[src/rtl/pwm_et_pkg.sv]
package pwm_et_pkg;
  localparam int NCH     = 3;
  localparam int CH_IRQ  = 0;
  localparam int CH_SOCA = 1;
  localparam int CH_SOCB = 2;

  typedef enum logic [2:0] {
    SRC_DC  = 3'd0,
    SRC_ZRO = 3'd1,
    SRC_PRD = 3'd2,
    SRC_ZP  = 3'd3,
    SRC_AUP = 3'd4,
    SRC_ADN = 3'd5,
    SRC_BUP = 3'd6,
    SRC_BDN = 3'd7
  } src_sel_e;

  typedef struct packed {
    logic at_zero;
    logic at_prd;
    logic a_up;
    logic a_dn;
    logic b_up;
    logic b_dn;
  } tb_evt_t;

  // One source code against the decoded time-base conditions
  function automatic logic src_hit(input logic [2:0] code, input tb_evt_t e,
                                   input logic dc, input logic dc_ok);
    logic h;
    case (src_sel_e'(code))
      SRC_DC:  h = dc_ok & dc;
      SRC_ZRO: h = e.at_zero;
      SRC_PRD: h = e.at_prd;
      SRC_ZP:  h = e.at_zero | e.at_prd;
      SRC_AUP: h = e.a_up;
      SRC_ADN: h = e.a_dn;
      SRC_BUP: h = e.b_up;
      default: h = e.b_dn;
    endcase
    return h;
  endfunction
endpackage

[src/rtl/et_tb_decode.sv]
module et_tb_decode #(
  parameter int CW = 16
) (
  input  logic [CW-1:0]       count,
  input  logic                dir_up,
  input  logic [CW-1:0]       period,
  input  logic [CW-1:0]       cmpa,
  input  logic [CW-1:0]       cmpb,
  output pwm_et_pkg::tb_evt_t ev
);
  logic eq_a, eq_b;
  always_comb begin
    eq_a       = (count == cmpa);
    eq_b       = (count == cmpb);
    ev.at_zero = (count == '0);
    ev.at_prd  = (count == period);
    ev.a_up    = eq_a &  dir_up;
    ev.a_dn    = eq_a & ~dir_up;
    ev.b_up    = eq_b &  dir_up;
    ev.b_dn    = eq_b & ~dir_up;
  end
endmodule

[src/rtl/et_src_mux.sv]
module et_src_mux #(
  parameter bit DC_ALLOWED = 1'b1
) (
  input  logic                tick,
  input  logic                en,
  input  logic [2:0]          code,
  input  pwm_et_pkg::tb_evt_t ev,
  input  logic                dc,
  input  logic                force_ev,
  output logic                qual
);
  logic src_ev;
  always_comb begin
    src_ev = tick & en & pwm_et_pkg::src_hit(code, ev, dc, DC_ALLOWED);
    qual   = src_ev | force_ev;
  end
endmodule

[src/rtl/et_prescaler.sv]
module et_prescaler #(
  parameter int PSC_W      = 4,
  parameter bit HOLD_ON_FL = 1'b0
) (
  input  logic             clk,
  input  logic             rst_n,
  input  logic             qual,
  input  logic [PSC_W-1:0] per,
  input  logic             clr,
  output logic             fire,
  output logic             pulse,
  output logic             flag,
  output logic [PSC_W-1:0] cnt
);
  // next count and wrap test kept in functions
  function automatic logic [PSC_W:0] cnt_inc(input logic [PSC_W-1:0] c);
    return {1'b0, c} + {{PSC_W{1'b0}}, 1'b1};
  endfunction
  function automatic logic reaches(input logic [PSC_W-1:0] c, input logic [PSC_W-1:0] p);
    return (p != '0) && (cnt_inc(c) >= {1'b0, p});
  endfunction

  logic             blocked, counting;
  logic [PSC_W:0]   nxt;
  logic [PSC_W-1:0] cnt_d;

  always_comb begin
    blocked  = HOLD_ON_FL & flag;
    counting = qual & ~blocked & (per != '0);
    nxt      = cnt_inc(cnt);
    fire     = counting & reaches(cnt, per);
    if (fire)          cnt_d = '0;
    else if (counting) cnt_d = nxt[PSC_W-1:0];
    else               cnt_d = cnt;
  end

  always_ff @(posedge clk or negedge rst_n) begin
    if (!rst_n) begin
      cnt   <= '0;
      pulse <= 1'b0;
      flag  <= 1'b0;
    end else begin
      cnt   <= cnt_d;
      pulse <= fire;
      if (fire)     flag <= 1'b1;
      else if (clr) flag <= 1'b0;
    end
  end
endmodule

[src/rtl/et_regs.sv]
module et_regs #(
  parameter int DW    = 16,
  parameter int AW    = 3,
  parameter int NCH   = 3,
  parameter int PSC_W = 4
) (
  input  logic           clk,
  input  logic           rst_n,
  input  logic           wr,
  input  logic [AW-1:0]  addr,
  input  logic [DW-1:0]  wdata,
  input  logic [NCH-1:0] flags,
  output logic [DW-1:0]  sel_q,
  output logic [DW-1:0]  psc_q,
  output logic [NCH-1:0] clr_vec,
  output logic [NCH-1:0] frc_vec,
  output logic [DW-1:0]  rdata
);
  localparam logic [AW-1:0] A_SEL = AW'(0);
  localparam logic [AW-1:0] A_PSC = AW'(1);
  localparam logic [AW-1:0] A_FLG = AW'(2);
  localparam logic [AW-1:0] A_CLR = AW'(3);
  localparam logic [AW-1:0] A_FRC = AW'(4);
  localparam logic [DW-1:0] SEL_MASK = DW'(16'hFF0F);
  localparam logic [DW-1:0] PSC_MASK = DW'((1 << (NCH * PSC_W)) - 1);

  always_ff @(posedge clk or negedge rst_n) begin
    if (!rst_n) begin
      sel_q <= '0;
      psc_q <= '0;
    end else if (wr) begin
      if (addr == A_SEL) sel_q <= wdata & SEL_MASK;
      if (addr == A_PSC) psc_q <= wdata & PSC_MASK;
    end
  end

  always_comb begin
    clr_vec = (wr && addr == A_CLR) ? wdata[NCH-1:0] : '0;
    frc_vec = (wr && addr == A_FRC) ? wdata[NCH-1:0] : '0;
    case (addr)
      A_SEL:   rdata = sel_q;
      A_PSC:   rdata = psc_q;
      A_FLG:   rdata = {{(DW-NCH){1'b0}}, flags};
      default: rdata = '0;
    endcase
  end
endmodule

[src/rtl/pwm_evt_trigger.sv]
module pwm_evt_trigger #(
  parameter int CW    = 16,
  parameter int DW    = 16,
  parameter int AW    = 3,
  parameter int PSC_W = 4
) (
  input  logic          clk,
  input  logic          rst_n,
  input  logic          tb_tick,
  input  logic [CW-1:0] tb_count,
  input  logic          tb_dir_up,
  input  logic [CW-1:0] tb_period,
  input  logic [CW-1:0] cmp_a,
  input  logic [CW-1:0] cmp_b,
  input  logic          dc_evt_a,
  input  logic          dc_evt_b,
  input  logic          reg_wr,
  input  logic [AW-1:0] reg_addr,
  input  logic [DW-1:0] reg_wdata,
  output logic [DW-1:0] reg_rdata,
  output logic          irq_pulse,
  output logic          soca_pulse,
  output logic          socb_pulse
);
  import pwm_et_pkg::*;

  tb_evt_t                     tb_ev;
  logic [DW-1:0]               sel_q, psc_q;
  logic [NCH-1:0]              clr_vec, frc_vec, qual_vec, fire_vec, pulse_vec, flag_vec, dc_vec;
  logic [NCH-1:0][PSC_W-1:0]   cnt_vec, per_vec;
  logic [2:0]                  irq_code;

  assign dc_vec   = {dc_evt_b, dc_evt_a, 1'b0};
  assign irq_code = sel_q[2:0];

  et_tb_decode #(.CW(CW)) u_dec (
    .count(tb_count), .dir_up(tb_dir_up), .period(tb_period),
    .cmpa(cmp_a), .cmpb(cmp_b), .ev(tb_ev)
  );

  et_regs #(.DW(DW), .AW(AW), .NCH(NCH), .PSC_W(PSC_W)) u_regs (
    .clk(clk), .rst_n(rst_n), .wr(reg_wr), .addr(reg_addr), .wdata(reg_wdata),
    .flags(flag_vec), .sel_q(sel_q), .psc_q(psc_q),
    .clr_vec(clr_vec), .frc_vec(frc_vec), .rdata(reg_rdata)
  );

  for (genvar c = 0; c < NCH; c++) begin : g_ch
    localparam int SB = (c == CH_IRQ) ? 0 : (4 * c + 4);
    assign per_vec[c] = psc_q[c*PSC_W +: PSC_W];

    et_src_mux #(.DC_ALLOWED(c != CH_IRQ)) u_mux (
      .tick(tb_tick), .en(sel_q[SB+3]), .code(sel_q[SB +: 3]), .ev(tb_ev),
      .dc(dc_vec[c]), .force_ev(frc_vec[c]), .qual(qual_vec[c])
    );

    et_prescaler #(.PSC_W(PSC_W), .HOLD_ON_FL(c == CH_IRQ)) u_psc (
      .clk(clk), .rst_n(rst_n), .qual(qual_vec[c]), .per(per_vec[c]),
      .clr(clr_vec[c]), .fire(fire_vec[c]), .pulse(pulse_vec[c]),
      .flag(flag_vec[c]), .cnt(cnt_vec[c])
    );
  end

  assign irq_pulse  = pulse_vec[CH_IRQ];
  assign soca_pulse = pulse_vec[CH_SOCA];
  assign socb_pulse = pulse_vec[CH_SOCB];
endmodule

[config.mk]
export PLATFORM = sky130hd
export DESIGN_NAME = pwm_evt_trigger
export DESIGN_NICKNAME = d
export VERILOG_FILES = /design/src/rtl/pwm_et_pkg.sv /design/src/rtl/et_tb_decode.sv /design/src/rtl/et_src_mux.sv /design/src/rtl/et_prescaler.sv /design/src/rtl/et_regs.sv /design/src/rtl/pwm_evt_trigger.sv
export SDC_FILE = /design/constraint.sdc
export NUM_CORES = 1
export LEC_CHECK = 0
export BUFFER_PORTS_ARGS = -buffer_cell sky130_fd_sc_hd__buf_2
export CAP_MARGIN = 10
export CORE_MARGIN = 4
export CORE_UTILIZATION = 45
export DETAILED_ROUTE_END_ITERATION = 8
export PLACE_DENSITY = 0.86
export SLEW_MARGIN = 30
export SYNTH_ARGS = -nofsm -noshare
export SYNTH_HDL_FRONTEND = slang
export SYNTH_SLANG_ARGS = --single-unit
[constraint.sdc]
create_clock -name clk -period 2.15 [get_ports clk]
set_clock_uncertainty 0.1 [all_clocks]
set_input_delay 0.1075 -clock clk [delete_from_list [all_inputs] [get_ports clk]]
set_output_delay 0.1075 -clock clk [all_outputs]
set_load 0.01 [all_outputs]
Word level (Yosys, flattened, before mapping)
Cells that the tools add are included.
{"block": "classes", "n_addsub": 3, "magnitude_cmp": 3, "n_reduce_logical": 21, "bitwise_logic": 23, "eq_ne": 25, "n_mux": 18}
{"cell": "$eq 16x16->1", "count": 3}
{"cell": "$pmux 16 s3", "count": 1}
{"cell": "$eq 3x3->1 const B", "count": 10}
{"cell": "$eq 3x2->1 const B", "count": 8}
{"cell": "$mux 4", "count": 6}
{"cell": "$pmux 1 s7", "count": 3}
{"cell": "$and 1x1->1", "count": 17}
{"cell": "$logic_not 16->1", "count": 1}
{"cell": "$add 4x1->5 const B", "count": 3}
{"cell": "$ge 5x4->1", "count": 3}
{"cell": "$eq 3x1->1 const B", "count": 4}
{"cell": "$logic_not 3->1", "count": 4}
{"cell": "$reduce_bool 2->1", "count": 6}
{"cell": "$reduce_bool 4->1", "count": 3}
{"cell": "$mux 1", "count": 6}
{"cell": "$mux 3", "count": 2}
{"cell": "$logic_and 1x1->1", "count": 5}
{"cell": "$or 1x1->1", "count": 4}
{"cell": "$reduce_and 2->1", "count": 2}
{"cell": "$not 1->1", "count": 2}
{"block": "word_totals", "wordCells": 104, "out_inout_bits": 19, "register_bits": 42}

Longest topological paths before layout
{"block": "depth", "word_depth": 9, "mapped_depth": 9, "mapped_depth_nobuf": 8}

Cells and area by module
A second synthesis with hierarchy kept.
{"block": "unflattened", "hier_cells": 331, "hier_area_um2": 3433.3}
{"mod": "et_regs", "area_each_um2": 1367.6, "cells_per_inst": 110, "instances": 1, "seq_area_each_um2": 600.6}
{"mod": "et_prescaler at g_ch[1].u_psc ...", "area_each_um2": 434.2, "cells_per_inst": 42, "instances": 2, "seq_area_each_um2": 150.1}
{"mod": "et_tb_decode", "area_each_um2": 571.8, "cells_per_inst": 73, "instances": 1, "seq_area_each_um2": 0.0}
{"mod": "et_prescaler at g_ch[0].u_psc", "area_each_um2": 431.7, "cells_per_inst": 43, "instances": 1, "seq_area_each_um2": 150.1}
{"mod": "et_src_mux at g_ch[1].u_mux ...", "area_each_um2": 68.8, "cells_per_inst": 7, "instances": 2, "seq_area_each_um2": 0.0}
{"mod": "et_src_mux at g_ch[0].u_mux", "area_each_um2": 52.6, "cells_per_inst": 6, "instances": 1, "seq_area_each_um2": 0.0}
{"mod": "pwm_evt_trigger", "area_each_um2": 3.8, "cells_per_inst": 1, "instances": 1, "seq_area_each_um2": 0.0}

Worst setup path after synthesis
No wires, ideal clock.
{"block": "synth_timing", "path_kind": "register to register", "startpoint": "register g_ch[1].u_psc.cnt[0]", "endpoint": "register g_ch[1].u_psc.flag", "stages_incl_launch_ff": 9, "arrival_time_ps": 1953, "path_buffers": 0, "required_ps": 1932, "path_slack_ps": -21, "cell_sequence": "dfrtp_1 ha_1 ha_1 a21o_1 a21o_1 a21o_1 a31oi_1 nor2_1 a21o_1"}
{"block": "synth_between", "elab_chain_cells": 5}
{"item": "from (decl)", "line": "et_prescaler.sv:13", "text": "output logic [PSC_W-1:0] cnt"}
{"item": "from (signal assigned)", "line": "et_prescaler.sv:43", "text": "cnt <= cnt_d;"}
{"item": "$add 4x1->5 *"}
{"item": "$ge 5x4->1 *", "line": "et_prescaler.sv:20", "text": "return (p != '0) && (cnt_inc(c) >= {1'b0, p});"}
{"item": "$logic_and 1x1->1 *", "line": "et_prescaler.sv:20"}
{"item": "$and 1x1->1 *", "line": "et_prescaler.sv:31", "text": "fire = counting & reaches(cnt, per);"}
{"item": "named net g_ch[1].u_psc.fire", "line": "et_prescaler.sv:10", "text": "output logic fire,"}
{"item": "$mux 1 or $reduce_bool 2->1 (tied branches)"}
{"item": "to (signal assigned)", "line": "et_prescaler.sv:41", "text": "flag <= 1'b0;"}
{"item": "to (signal assigned)", "line": "et_prescaler.sv:45", "text": "if (fire) flag <= 1'b1;"}
{"item": "to (signal assigned)", "line": "et_prescaler.sv:46", "text": "else if (clr) flag <= 1'b0;"}
{"item": "to (decl)", "line": "et_prescaler.sv:12", "text": "output logic flag,"}
The timed path passes the listed nets; every way through them passes the cells marked *.
A chain may end at the register's enable or synchronous reset.

Worst setup path after layout
{"block": "layout_timing", "startpoint": "register g_ch[2].u_psc.cnt[1]", "endpoint": "register g_ch[2].u_psc.cnt[0]"}
{"block": "layout_between", "elab_chain_cells": 5}
{"item": "from (decl)", "line": "et_prescaler.sv:13"}
{"item": "from (signal assigned)", "line": "et_prescaler.sv:43"}
{"item": "$add 4x1->5 *"}
{"item": "$ge 5x4->1 *", "line": "et_prescaler.sv:20"}
{"item": "$logic_and 1x1->1 *", "line": "et_prescaler.sv:20"}
{"item": "$and 1x1->1 *", "line": "et_prescaler.sv:31"}
{"item": "$mux 4 or $reduce_bool 2->1 (tied branches)"}
Mark *: on every way between the ends. The rest lies on a longest branch, timed or not.

==> results.py <==
metrics = {
    "critical_path": {
        "reg2reg_slack_ps": -30,
        "critical_path.slowest_cell": "sky130_fd_sc_hd__dfrtp_1",
        "worst_path_largest_cell_delay_ps": 400,
        "critical_path.max_fanout": 3,
        "worst-setup-path-type": "flop to flop",
        "cp_data_required_time_ps": 2270,
        "crit_path_cell_trace": "ha_1 > ha_1 > a21o_1 > a21o_1 > a21o_1 > a31oi_4 > buf_6 > nand2b_1 > o21ai_1",
        "cp_data_arrival_time_ps": 2300,
        "reg2reg_to": "g_ch[2].u_psc.cnt[0]",
        "worst_path_most_repeated_cell": "sky130_fd_sc_hd__a21o_1",
        "setup.worst_path.start_class": "flop",
        "endpoint_kind": "flop",
        "r2r.worst_path.cells": 9,
        "r2r_start": "g_ch[2].u_psc.cnt[1]",
    },
    "power": {
        "combinationalPowerShare_pct": 51.5,
        "netSwitchingFraction_pct": 37.1,
        "worst_ir_drop_vdd_mv": 0.760,
        "cell_internal_pwr_w": 0.00224,
        "power.static_leakage_nw": 2.20,
        "power.total_w": 0.00356,
        "power.net_switching_w": 0.00132,
        "clock_power_share_pct": 15.1,
        "power.sequential.fraction_pct": 33.4,
        "pwr_density_cell_mw_per_mm2": 822,
    },
    "synthesis": {
        "syn-cell-area_mm2": 0.00296,
        "synthesis.instances": 321,
        "mappedNetlistNets": 426,
        "number_of_enable_flip_flop_cells_after_synthesis": 0,
        "synth_top_flop_cell": "sky130_fd_sc_hd__dfrtp_1",
        "yosys-top-cells-count": "sky130_fd_sc_hd__xor2_1, sky130_fd_sc_hd__dfrtp_1, sky130_fd_sc_hd__nand2_1, sky130_fd_sc_hd__o21ai_0, sky130_fd_sc_hd__nor4_1",
        "netlist_top_cells_area": "sky130_fd_sc_hd__dfrtp_1, sky130_fd_sc_hd__xor2_1, sky130_fd_sc_hd__ha_1",
        "synth-seq-area-share_pct": 35.5,
        "synth_top_cell_area_share_pct": 35.5,
        "synth_register_bits": 42,
        "synth_cell_type_count": 37,
        "synth_area_leader_cell": "sky130_fd_sc_hd__dfrtp_1",
        "synth_async_sr_flop_share_pct": 100,
        "synth.avg_cell_area_um2": 9.23,
        "synthMostInstantiatedCell": "sky130_fd_sc_hd__xor2_1",
        "synthesis.yosys.warnings": 0,
    },
    "sta": {
        "rsz0062_at_grt": "true",
        "setup_viol": 4,
        "timing.final.crit_share_pct": 102,
        "final.setup.worst_slack_ps": -32.9,
        "maxClockFrequency_mhz": 458,
        "totalNegativeSetupSlack_ps": -82.6,
        "slew_headroom_pct": 49.8,
        "final.min_clock_period_ps": 2180,
        "timing_max_transition_violations_final": 0,
        "final.hold.worst_slack_ps": -2.30,
        "hold_violations": 1,
        "tightestPinTransition_ps": 749,
    },
    "run_status": {
        "run_status": "finished, violations left",
        "violations_in_the_final_reports": "negative hold slack, negative setup slack",
    },
    "final_layout": {
        "layout.filler_cells": 483,
        "drive_above_1_share_pct": 40.9,
        "finalInstanceArea_mm2": 0.00434,
        "antenna-diode-count": 0,
        "finish.utilization_pct": 67.9,
        "design.final.nets": 591,
        "syn2layout_area_growth_pct": 46.3,
    },
    "placement": {
        "detailedPlacementHpwl_mm": 6.96,
        "placement.io_buffers": 108,
        "pre_cts_ws_ps": -380,
        "dpl_cell_area_mm2": 0.00385,
        "place.gp.congestion": 0.863,
    },
    "global_route": {
        "grt-ovfl-total": 0,
        "grt_util_all_layers_pct": 23.3,
        "grt_start_max_net_pins": 21,
        "antenna_found_initial": 0,
        "number_of_global_route_vias_before_repair": 3042,
        "wire_length_of_the_first_global_routing_pass_mm": 14.2,
    },
    "clock_tree": {
        "cts_root_buffer": "sky130_fd_sc_hd__clkbuf_8",
        "htree_levels": 2,
        "cts_inserted_buffers": 5,
        "worst_skew_pair.late_latency_ps": 300,
        "cts_tree": "built",
        "path_clk_slew_ps": 80,
        "cts_sinks": 42,
        "clock_tree.buffer_depth": 2,
    },
    "floorplan": {
        "die_footprint_mm2": 0.00795,
        "die_h_um": 89.2,
        "floorplan.io_pins": 109,
        "floorplan.initialDensity_pct": 46.4,
        "rows": 29,
        "chipWidth_um": 89.2,
        "core_region_area_mm2": 0.00639,
    },
    "hold_path": {
        "holdPathStages": 3,
        "whs_endpoint": "u_regs.sel_q[2]",
        "worst_hold_startpoint": "reg_wdata[2]",
        "holdCritPathClass": "input pin to flop",
    },
    "detailed_routing": {
        "route.detailed.vias_per_inst": 5.45,
        "drt_drc_violations_left": 0,
        "dr.pass1.iters": 5,
        "total_length_of_routed_wires_mm": 9.53,
        "via_count": 3072,
        "wire_per_inst_um": 16.9,
        "antenna_left": 0,
        "first_iter_violations": 132,
    },
    "job": {
        "maxCapViolations": 0,
    },
}
-- placed cells by master (no fill, tap or decap), types with 11 or more instances in the layout --
cell,instances
sky130_fd_sc_hd__buf_4,38
sky130_fd_sc_hd__a21o_1,11
sky130_fd_sc_hd__nor4_1,15
sky130_fd_sc_hd__xor2_1,53
sky130_fd_sc_hd__nand2_1,40
sky130_fd_sc_hd__inv_1,16
sky130_fd_sc_hd__nor2_1,11
sky130_fd_sc_hd__o21ai_0,15
sky130_fd_sc_hd__dlygate4sd3_1,15
sky130_fd_sc_hd__dfrtp_1,42
sky130_fd_sc_hd__buf_2,108
sky130_fd_sc_hd__mux2_2,12
-- worst max path at each step --
stage,slack (ps),startpoint,depth (start not counted),endpoint
floorplan,30,g_ch[1].u_psc.cnt[0],8,g_ch[1].u_psc.flag
global placement,-380,tb_count[4],8,g_ch[0].u_psc.cnt[0]
detailed placement,-380,tb_count[4],8,g_ch[0].u_psc.cnt[2]
CTS,-30,g_ch[2].u_psc.cnt[1],9,g_ch[2].u_psc.cnt[0]
global route,-130,g_ch[1].u_psc.cnt[0],9,g_ch[1].u_psc.cnt[1]
finish,-30,g_ch[2].u_psc.cnt[1],9,g_ch[2].u_psc.cnt[0]
-- kinds of logic (layout without fill, tap and decap cells) --
group / Yosys count / after routing / synth area share [%]
AND/OR/NAND/NOR: 105 / 105 / 17.9
AO/OA/AOI/OAI: 58 / 58 / 12.5
XOR/XNOR: 57 / 57 / 16.8
buffers and inverters: 24 / 190 / 3.38
adder cells (fa/ha/maj): 15 / 15 / 6.33
flip-flops: 42 / 42 / 35.5
multiplexers: 20 / 20 / 7.60
-- cell type report --
type,instances,area (um2),share of cell area (%)
Clock inverter,2,12.5,0.289
Tap cell,77,96.3,2.22
Inverter,16,60.1,1.39
Timing Repair Buffer,166,1030,23.8
Clock buffer,6,82.6,1.90
Multi-Input combinational cell,255,2000,46.1
Sequential cell,42,1050,24.2
-- registers in the layout, indices dropped and copies added, names as in the netlist --
| register | flops |
|---|---|
| g_ch.u_psc.flag | 3 |
| u_regs.sel_q | 12 |
| g_ch.u_psc.cnt | 12 |
| u_regs.psc_q | 12 |
| g_ch.u_psc.pulse | 3 |
-- through the flow --
stage,instances,hold slack (ps)
floorplan,321,-288
global placement,534,-25.6
detailed placement,534,-24.3
CTS,560,1.77
global route,564,23.8
finish,564,-2.30
-- power groups by stage --
stage | combinational, W | clock [W] | sequential, W
2_1_floorplan | 0.000835 | 0 | 0.00113
3_3_place_gp | 0.00131 | 0 | 0.00116
3_5_place_dp | 0.00139 | 0 | 0.00118
4_1_cts | 0.00161 | 0.000550 | 0.00118
5_1_grt | 0.00201 | 0.000583 | 0.00122
6_report | 0.00183 | 0.000538 | 0.00119
-- worst max-delay path: cells and delay by family (launching register included) --
| kind | cells | cell delay, ps |
|---|---|---|
| AO/OA/AOI/OAI | 5 | 830 |
| AND/OR/NAND/NOR | 1 | 50 |
| adder cells (fa/ha/maj) | 2 | 590 |
| flip-flops | 1 | 400 |
| buffers and inverters | 1 | 130 |
-- metal layers --
| layer | up-vias | routed length, um | GRT usage, % |
|---|---|---|---|
| met4 | 0 | 177 | 8.12 |
| met2 | 134 | 4920 | 42.5 |
| met1 | 1461 | 3800 | 27.1 |
| met5 | - | 0 | 0 |
| met3 | 24 | 635 | 4.61 |
| li1 | 1453 | - | - |
-- repair_timing --
| action | in CTS | in global routing |
|---|---|---|
| setup endpoints to repair | 13 | 16 |
| gates cloned | 0 | 0 |
| endpoints found under the hold margin | 38 | 0 |
| setup buffers | 3 | 4 |
| hold buffers | 15 | 0 |
| pin swaps | 7 | 8 |
| resized for setup | 18 | 17 |
Note: power is estimated with default switching activity, not from simulation.
